===== src/rtl/srd_pkg.sv =====
package srd_pkg;
  typedef enum logic {
    GRAN_LINE = 1'b0,
    GRAN_WORD = 1'b1
  } gran_e;
endpackage


===== src/rtl/srd_entry_cmp.sv =====
module srd_entry_cmp
  import srd_pkg::*;
#(
  parameter int    LINE_W = 12,
  parameter int    TID_W  = 3,
  parameter int    WORDS  = 4,
  parameter gran_e GRAN   = GRAN_WORD
) (
  input  logic              ent_valid,
  input  logic [LINE_W-1:0] ent_line,
  input  logic [TID_W-1:0]  ent_tid,
  input  logic [WORDS-1:0]  ent_swr,
  input  logic [WORDS-1:0]  ent_erd,
  input  logic [LINE_W-1:0] acc_line,
  input  logic [TID_W-1:0]  acc_tid,
  input  logic              snp_valid,
  input  logic [LINE_W-1:0] snp_line,
  input  logic [TID_W-1:0]  snp_tid,
  input  logic [WORDS-1:0]  snp_mask,
  output logic              hit,
  output logic              viol
);
  localparam bit LINE_MODE = (GRAN == GRAN_LINE);

  logic conflict;
  logic younger;

  // Line mode: any footprint in the line conflicts (false sharing, WAW).
  assign conflict = LINE_MODE ? ((|ent_erd) || (|ent_swr)) : (|(ent_erd & snp_mask));
  assign younger  = snp_tid < ent_tid;
  assign hit      = ent_valid && (ent_line == acc_line) && (ent_tid == acc_tid);
  assign viol     = snp_valid && ent_valid && (ent_line == snp_line) && younger && conflict;
endmodule


===== src/rtl/srd_first_free.sv =====
module srd_first_free #(
  parameter int N = 8
) (
  input  logic [N-1:0] free,
  output logic [N-1:0] sel,
  output logic         any
);
  always_comb begin
    sel = '0;
    any = 1'b0;
    for (int i = 0; i < N; i++) begin
      if (free[i] && !any) begin
        sel[i] = 1'b1;
        any    = 1'b1;
      end
    end
  end
endmodule


===== src/rtl/srd_oldest_pick.sv =====
module srd_oldest_pick #(
  parameter int N     = 8,
  parameter int TID_W = 3
) (
  input  logic [N-1:0]     cand,
  input  logic [TID_W-1:0] tids [N],
  output logic             any,
  output logic [TID_W-1:0] tid
);
  always_comb begin
    any = 1'b0;
    tid = '0;
    for (int i = 0; i < N; i++) begin
      if (cand[i] && (!any || (tids[i] < tid))) begin
        tid = tids[i];
        any = 1'b1;
      end
    end
  end
endmodule


===== src/rtl/spec_raw_detector.sv =====
module spec_raw_detector
  import srd_pkg::*;
#(
  parameter int    N_ENT  = 8,
  parameter int    LINE_W = 12,
  parameter int    TID_W  = 3,
  parameter int    WORDS  = 4,
  parameter gran_e GRAN   = GRAN_WORD
) (
  input  logic                       clk,
  input  logic                       rst_n,
  input  logic                       acc_valid,
  input  logic                       acc_write,
  input  logic [LINE_W-1:0]          acc_line,
  input  logic [$clog2(WORDS)-1:0]   acc_word,
  input  logic [TID_W-1:0]           acc_tid,
  input  logic                       snp_valid,
  input  logic [LINE_W-1:0]          snp_line,
  input  logic [$clog2(WORDS)-1:0]   snp_word,
  input  logic [TID_W-1:0]           snp_tid,
  input  logic                       cmt_valid,
  input  logic [TID_W-1:0]           cmt_tid,
  output logic                       squash_valid,
  output logic [TID_W-1:0]           squash_tid
);
  localparam int WIDX_W = $clog2(WORDS);

  // Reset: asserted asynchronously, released after two clock edges.
  logic [1:0] rst_sync_q;
  logic       rst_sn;

  always_ff @(posedge clk or negedge rst_n) begin
    if (!rst_n) rst_sync_q <= 2'b00;
    else        rst_sync_q <= {rst_sync_q[0], 1'b1};
  end
  assign rst_sn = rst_sync_q[1];

  // Per-access word masks; the granularity picks the form.
  logic [WORDS-1:0] acc_mask;
  logic [WORDS-1:0] snp_mask;

  generate
    if (GRAN == GRAN_WORD) begin : g_word
      assign acc_mask = WORDS'(1) << acc_word;
      assign snp_mask = WORDS'(1) << snp_word;
    end else begin : g_line
      assign acc_mask = WORDS'(1);
      assign snp_mask = WORDS'(1);
    end
  endgenerate

  // Table state
  logic [N_ENT-1:0]  ent_valid_q, ent_valid_d;
  logic [LINE_W-1:0] ent_line_q [N_ENT];
  logic [LINE_W-1:0] ent_line_d [N_ENT];
  logic [TID_W-1:0]  ent_tid_q  [N_ENT];
  logic [TID_W-1:0]  ent_tid_d  [N_ENT];
  logic [WORDS-1:0]  ent_swr_q  [N_ENT];
  logic [WORDS-1:0]  ent_swr_d  [N_ENT];
  logic [WORDS-1:0]  ent_erd_q  [N_ENT];
  logic [WORDS-1:0]  ent_erd_d  [N_ENT];

  logic [N_ENT-1:0]  hit_vec;
  logic [N_ENT-1:0]  viol_vec;
  logic [N_ENT-1:0]  free_sel;
  logic              free_any;
  logic              viol_any;
  logic [TID_W-1:0]  victim;
  logic              alloc_req;
  logic              tbl_en;

  for (genvar gi = 0; gi < N_ENT; gi++) begin : g_cmp
    srd_entry_cmp #(
      .LINE_W (LINE_W),
      .TID_W  (TID_W),
      .WORDS  (WORDS),
      .GRAN   (GRAN)
    ) u_cmp (
      .ent_valid (ent_valid_q[gi]),
      .ent_line  (ent_line_q[gi]),
      .ent_tid   (ent_tid_q[gi]),
      .ent_swr   (ent_swr_q[gi]),
      .ent_erd   (ent_erd_q[gi]),
      .acc_line  (acc_line),
      .acc_tid   (acc_tid),
      .snp_valid (snp_valid),
      .snp_line  (snp_line),
      .snp_tid   (snp_tid),
      .snp_mask  (snp_mask),
      .hit       (hit_vec[gi]),
      .viol      (viol_vec[gi])
    );
  end

  srd_first_free #(.N(N_ENT)) u_free (
    .free (~ent_valid_q),
    .sel  (free_sel),
    .any  (free_any)
  );

  srd_oldest_pick #(.N(N_ENT), .TID_W(TID_W)) u_pick (
    .cand (viol_vec),
    .tids (ent_tid_q),
    .any  (viol_any),
    .tid  (victim)
  );

  assign alloc_req = acc_valid && !(|hit_vec) && free_any;
  assign tbl_en    = acc_valid || snp_valid || cmt_valid;

  // Next state: access update, then allocation, then commit and squash removal.
  always_comb begin
    for (int i = 0; i < N_ENT; i++) begin
      ent_valid_d[i] = ent_valid_q[i];
      ent_line_d[i]  = ent_line_q[i];
      ent_tid_d[i]   = ent_tid_q[i];
      ent_swr_d[i]   = ent_swr_q[i];
      ent_erd_d[i]   = ent_erd_q[i];
      if (acc_valid && hit_vec[i]) begin
        if (acc_write) begin
          ent_swr_d[i] = ent_swr_q[i] | acc_mask;
        end else if ((ent_swr_q[i] & acc_mask) == '0) begin
          ent_erd_d[i] = ent_erd_q[i] | acc_mask;
        end
      end
      if (alloc_req && free_sel[i]) begin
        ent_valid_d[i] = 1'b1;
        ent_line_d[i]  = acc_line;
        ent_tid_d[i]   = acc_tid;
        ent_swr_d[i]   = acc_write ? acc_mask : '0;
        ent_erd_d[i]   = acc_write ? '0 : acc_mask;
      end
      if (cmt_valid && (ent_tid_d[i] == cmt_tid)) begin
        ent_valid_d[i] = 1'b0;
      end
      if (viol_any && (ent_tid_d[i] >= victim)) begin
        ent_valid_d[i] = 1'b0;
      end
    end
  end

  always_ff @(posedge clk or negedge rst_sn) begin
    if (!rst_sn) begin
      ent_valid_q <= '0;
      for (int i = 0; i < N_ENT; i++) begin
        ent_line_q[i] <= '0;
        ent_tid_q[i]  <= '0;
        ent_swr_q[i]  <= '0;
        ent_erd_q[i]  <= '0;
      end
    end else if (tbl_en) begin
      ent_valid_q <= ent_valid_d;
      for (int i = 0; i < N_ENT; i++) begin
        ent_line_q[i] <= ent_line_d[i];
        ent_tid_q[i]  <= ent_tid_d[i];
        ent_swr_q[i]  <= ent_swr_d[i];
        ent_erd_q[i]  <= ent_erd_d[i];
      end
    end
  end

  always_ff @(posedge clk or negedge rst_sn) begin
    if (!rst_sn) begin
      squash_valid <= 1'b0;
      squash_tid   <= '0;
    end else begin
      squash_valid <= viol_any;
      if (viol_any) squash_tid <= victim;
    end
  end

  // Checks
  logic dup_found;
  always_comb begin
    dup_found = 1'b0;
    for (int i = 0; i < N_ENT; i++) begin
      for (int j = i + 1; j < N_ENT; j++) begin
        if (ent_valid_q[i] && ent_valid_q[j] &&
            (ent_line_q[i] == ent_line_q[j]) && (ent_tid_q[i] == ent_tid_q[j]))
          dup_found = 1'b1;
      end
    end
  end

  AST_SQUASH_YOUNGER: assert property (@(posedge clk) disable iff (!rst_sn)
    squash_valid |-> ($past(snp_valid) && (squash_tid > $past(snp_tid))));

  AST_UNIQUE_RECORD: assert property (@(posedge clk) disable iff (!rst_sn)
    !dup_found);

  for (genvar gc = 0; gc < N_ENT; gc++) begin : g_chk
    AST_COMMIT_CLEARS: assert property (@(posedge clk) disable iff (!rst_sn)
      (cmt_valid && ent_valid_q[gc] && (ent_tid_q[gc] == cmt_tid)) |=> !ent_valid_q[gc]);

    AST_SQUASH_CLEARS: assert property (@(posedge clk) disable iff (!rst_sn)
      (viol_any && ent_valid_q[gc] && (ent_tid_q[gc] >= victim)) |=> !ent_valid_q[gc]);

    for (genvar gw = 0; gw < WORDS; gw++) begin : g_word_chk
      AST_NO_EXPOSED_AFTER_WRITE: assert property (@(posedge clk) disable iff (!rst_sn)
        (ent_valid_q[gc] && ent_swr_q[gc][gw] && !ent_erd_q[gc][gw]) |=> !ent_erd_q[gc][gw]);
    end
  end

  // WIDX_W documents the index width used by the word ports.
  if (WIDX_W < 1) begin : g_bad_words
    initial $display("spec_raw_detector: WORDS must be at least 2");
  end
endmodule


===== config.mk =====
export PLATFORM = sky130hd
export DESIGN_NAME = spec_raw_detector
export DESIGN_NICKNAME = d
export VERILOG_FILES = /design/src/rtl/srd_pkg.sv /design/src/rtl/srd_entry_cmp.sv /design/src/rtl/srd_first_free.sv /design/src/rtl/srd_oldest_pick.sv /design/src/rtl/spec_raw_detector.sv
export SDC_FILE = /design/constraint.sdc
export NUM_CORES = 1
export LEC_CHECK = 0
export ABC_AREA = 1
export BUFFER_PORTS_ARGS = -buffer_cell sky130_fd_sc_hd__buf_2
export CORE_ASPECT_RATIO = 1.25
export CORE_UTILIZATION = 45
export DETAILED_ROUTE_END_ITERATION = 8
export SETUP_SLACK_MARGIN = 0.5
export SYNTH_ARGS = -nofsm -noshare
export SYNTH_HDL_FRONTEND = slang
export SYNTH_HIERARCHICAL = 1
export SYNTH_SLANG_ARGS = --single-unit

===== constraint.sdc =====
create_clock -name clk -period 8.1 [get_ports clk]
set_clock_uncertainty 0.2 [all_clocks]
set_input_delay 1.215 -clock clk [delete_from_list [all_inputs] [get_ports clk]]
set_output_delay 1.215 -clock clk [all_outputs]
set_load 0.005 [all_outputs]

==> summary.txt <==
Die
  – Die Span X: 161.9 um
  – Initial Utilization: 0.4612
  – Die H: 201.8 um
  – Die ar.: 32670 sq um
  – Core area: 31170 sq um
  – I/O Pins: 47
  – Floorplan row count: 72

Yosys
  – YS warnings: 6
  – Flops & latches, synth: 198
  – Top area cells in the synthesized netlist: dfrtp_1, nand2_1, inv_1
  – Commonest cells in the netlist: nand2_1, inv_1, dfrtp_1, a21oi_1, nor2_1
  – Post-synth cell types: 33
  – Synth top area share: 0.3446
  – Post-Syn Area: 14380 sq um
  – Post-Syn Nets: 2258
  – EDFF count, synth: 0
  – Most used DFF post-synth: dfrtp_1
  – Post-Synthesis Cells: 2162
  – Synth async-reset ratio: 1.000
  – Synth area leader: dfrtp_1
  – Synthesized area per cell: 6.650 sq um
  – Post-synthesis sequential area ratio: 0.3446
  – Most common cell in the synthesized netlist: nand2_1

Worst setup path
  – Worst EP required: 8.26 ns
  – Worst Path Arrival: 8.99 ns
  – Crit Path Max Fanout: 8
  – Critical path buffers and inverters: 13
  – CP most frequent cell: nand2_1
  – CP startpoint kind: input pin
  – CP Capture Type: flop
  – Top delay family on crit path: simple AND/OR/NAND/NOR gates
  – Critical path class: in -> reg
  – Slowest cell on the critical path: ha_1
  – Crit path largest cell delay: 0.32 ns

Global route
  – M2 GR Usage: 0.5276
  – Global route overflow: 0
  – Gr usage total: 0.3248
  – Met3 Use GR: 0.04638
  – First-pass GRT wire length: 79090 um
  – Pin count of the biggest net entering global routing: 129
  – GRT busiest layer: met2
  – Vias in the first global route: 13730
  – Initial antenna violation count: 1
  – GR Util met1: 0.4133

CTS
  – Num CTS Buffers: 17
  – Clock slew at reported path FFs: 0.08 ns
  – Clk buf depth: 2
  – H-tree depth: 4
  – Clock latency on the worst-skew pair: 0.46 ns
  – Clock Tree Root: clkbuf_16
  – Clock sinks: 198
  – CTS tree: yes

Power
  – Leak Pwr: 0.008667 uW
  – Max IR drop VDD: 136.8 uV
  – Cell Pwr Density: 281.2 nW/um^2

Cells and area
  – Layout area overhead: 17.79%
  – Nets: 2379
  – Ratio of cells with drive above 1 in the final layout: 0.1646
  – Final cell count without fillers: 2704

STA
  – Setup TNS: -6.537 ns
  – Worst-margin pin slew: 1.044 ns
  – Period utilization: 1.090
  – Max Clk Rate: 113.3 MHz
  – Minimum clock period after layout: 8.826 ns
  – Max_slew headroom: 0.3039
  – Setup Viol. Count Final: 11
  – Worst Setup Slack, final: -0.7261 ns
  – Final Hold Vio Count: 0
  – RSZ-0062 raised after global routing: true
  – Max Slew Vio Count: 0

Detailed routing
  – Final wirelength: 51970 um
  – WL per Instance: 19.22 um
  – Routed via count: 14140
  – Initial DRT Pass Iterations: 5
  – Post-route ant nets: 0
  – # DRC: 0
  – Drt via density: 5.231
  – DR iter-0 viols: 1329

Min path
  – HP Class: reg -> reg

Place
  – Placer congestion estimate: 1.006
  – Placed cell count: 2629
  – Port Buffer Count: 46
  – Hpwl dp: 37820 um

Run status
  – Status: complete, but fails checks
  – Violations in the final reports: negative setup slack

Flow run
  – Maximum capacitance violations: 0
[repair_timing]
action	CTS	global route
endpoints found under the setup margin	11	11
hold buffers	0	0
endpoints found under the hold margin	0	0
buffers inserted	30	11
cloned	1	0
pin swaps	30	48
resized for setup	61	50
[routing by layer]
layer / share of wire / vias up
li1: - / 6952
met1: 0.42 / 6596
met2: 0.47 / 459
met3: 0.051 / 137
met4: 0.060 / 0
met5: 0 / -
[logic make-up after synthesis]
| kind of cell | Yosys count | synth area share |
|---|---|---|
| other cells | 1 | 0.0002608 |
| simple gates | 1054 | 0.3124 |
| buf+inv | 433 | 0.1202 |
| fa+ha+maj | 53 | 0.04613 |
| compound gates | 327 | 0.1178 |
| xor+xnor | 96 | 0.05849 |
| flops | 198 | 0.3446 |
[cell type report]
cell class | instances | area, sq um
inverter | 385 | 1463
clock buffer | 18 | 429.2
multi-input combinational | 1531 | 8279
timing repair buffer | 149 | 1104
timing repair inverter | 1 | 7.507
tap | 407 | 509.2
antenna | 1 | 2.502
sequential | 198 | 4959
fill | 3157 | 14240
clock inverter | 14 | 181.4
[worst register-to-register path: cells and delay by family (launching register included)]
kind,cells,cell delay (ns)
AO/OA/AOI/OAI,8,0.62
AND/OR/NAND/NOR,44,3.66
flip-flops,1,0.37
buffers and inverters,13,1.27
adder cells (fa/ha/maj),8,2.16
[where the power goes]
group	total (uW)	internal, uW	switching (uW)
registers	1820	1350	471
logic	2040	779	1260
clock network	900	447	454
total	4760	2580	2180
[flip-flops by register name, summed over array words and instances, names as in the netlist]
signal,flops
ent_erd_q,32
rst_sync_q,2
squash_valid,1
ent_valid_q,8
ent_line_q,96
ent_swr_q,32
ent_tid_q,24
squash_tid,3
[placed cells by master (no fill, tap or decap), drive strengths merged]
cell type | Yosys | layout
conb | 1 | 1
inv | 384 | 389
nand3 | 72 | 72
clkbuf | 22 | 18
nand2 | 750 | 750
nor3 | 3 | 3
buf | 26 | 149
nor2 | 167 | 167
ha | 53 | 53
a21oi | 154 | 154
bufinv | 0 | 1
o21ai | 165 | 165
and2 | 1 | 1
xnor2 | 88 | 88
dfrtp | 198 | 198
nand4 | 57 | 57
diode | 0 | 1
clkinv | 1 | 8
clkinvlp | 0 | 2
or2 | 3 | 3
xor2 | 8 | 8
nor4 | 1 | 1
o211ai | 8 | 8
[worst paths after layout]
path                       cells after the start  slack [ns]             end           from
max                                           73       -0.73  ent_valid_q[7]     snp_tid[2]
min                                            0        0.16   rst_sync_q[1]  rst_sync_q[0]
max reg2reg                                   73       -0.32  ent_valid_q[7]  ent_tid_q[23]
min reg2reg                                    0        0.16   rst_sync_q[1]  rst_sync_q[0]
max in group asynchronous                      1        6.15  ent_line_q[13]  rst_sync_q[1]
min in group asynchronous                      0        0.29  ent_valid_q[1]  rst_sync_q[1]
[through the flow]
step | worst slack [ns] | util | hold WS (ns) | cell area, sq um | power (uW)
6_report | -0.7261 | 0.5433 | 0.1648 | 16930 | 4762
5_1_grt | -1.163 | 0.5433 | 0.1815 | 16930 | 5116
4_1_cts | -0.3897 | 0.5311 | 0.1681 | 16550 | 4681
3_5_place_dp | -1.245 | 0.4963 | 0.1419 | 15470 | 3738
3_3_place_gp | -0.9661 | 0.4963 | 0.1377 | 15470 | 3684
2_1_floorplan | -0.2089 | - | 0.1312 | 14530 | 3034
Power figures use the tool's default switching activity.
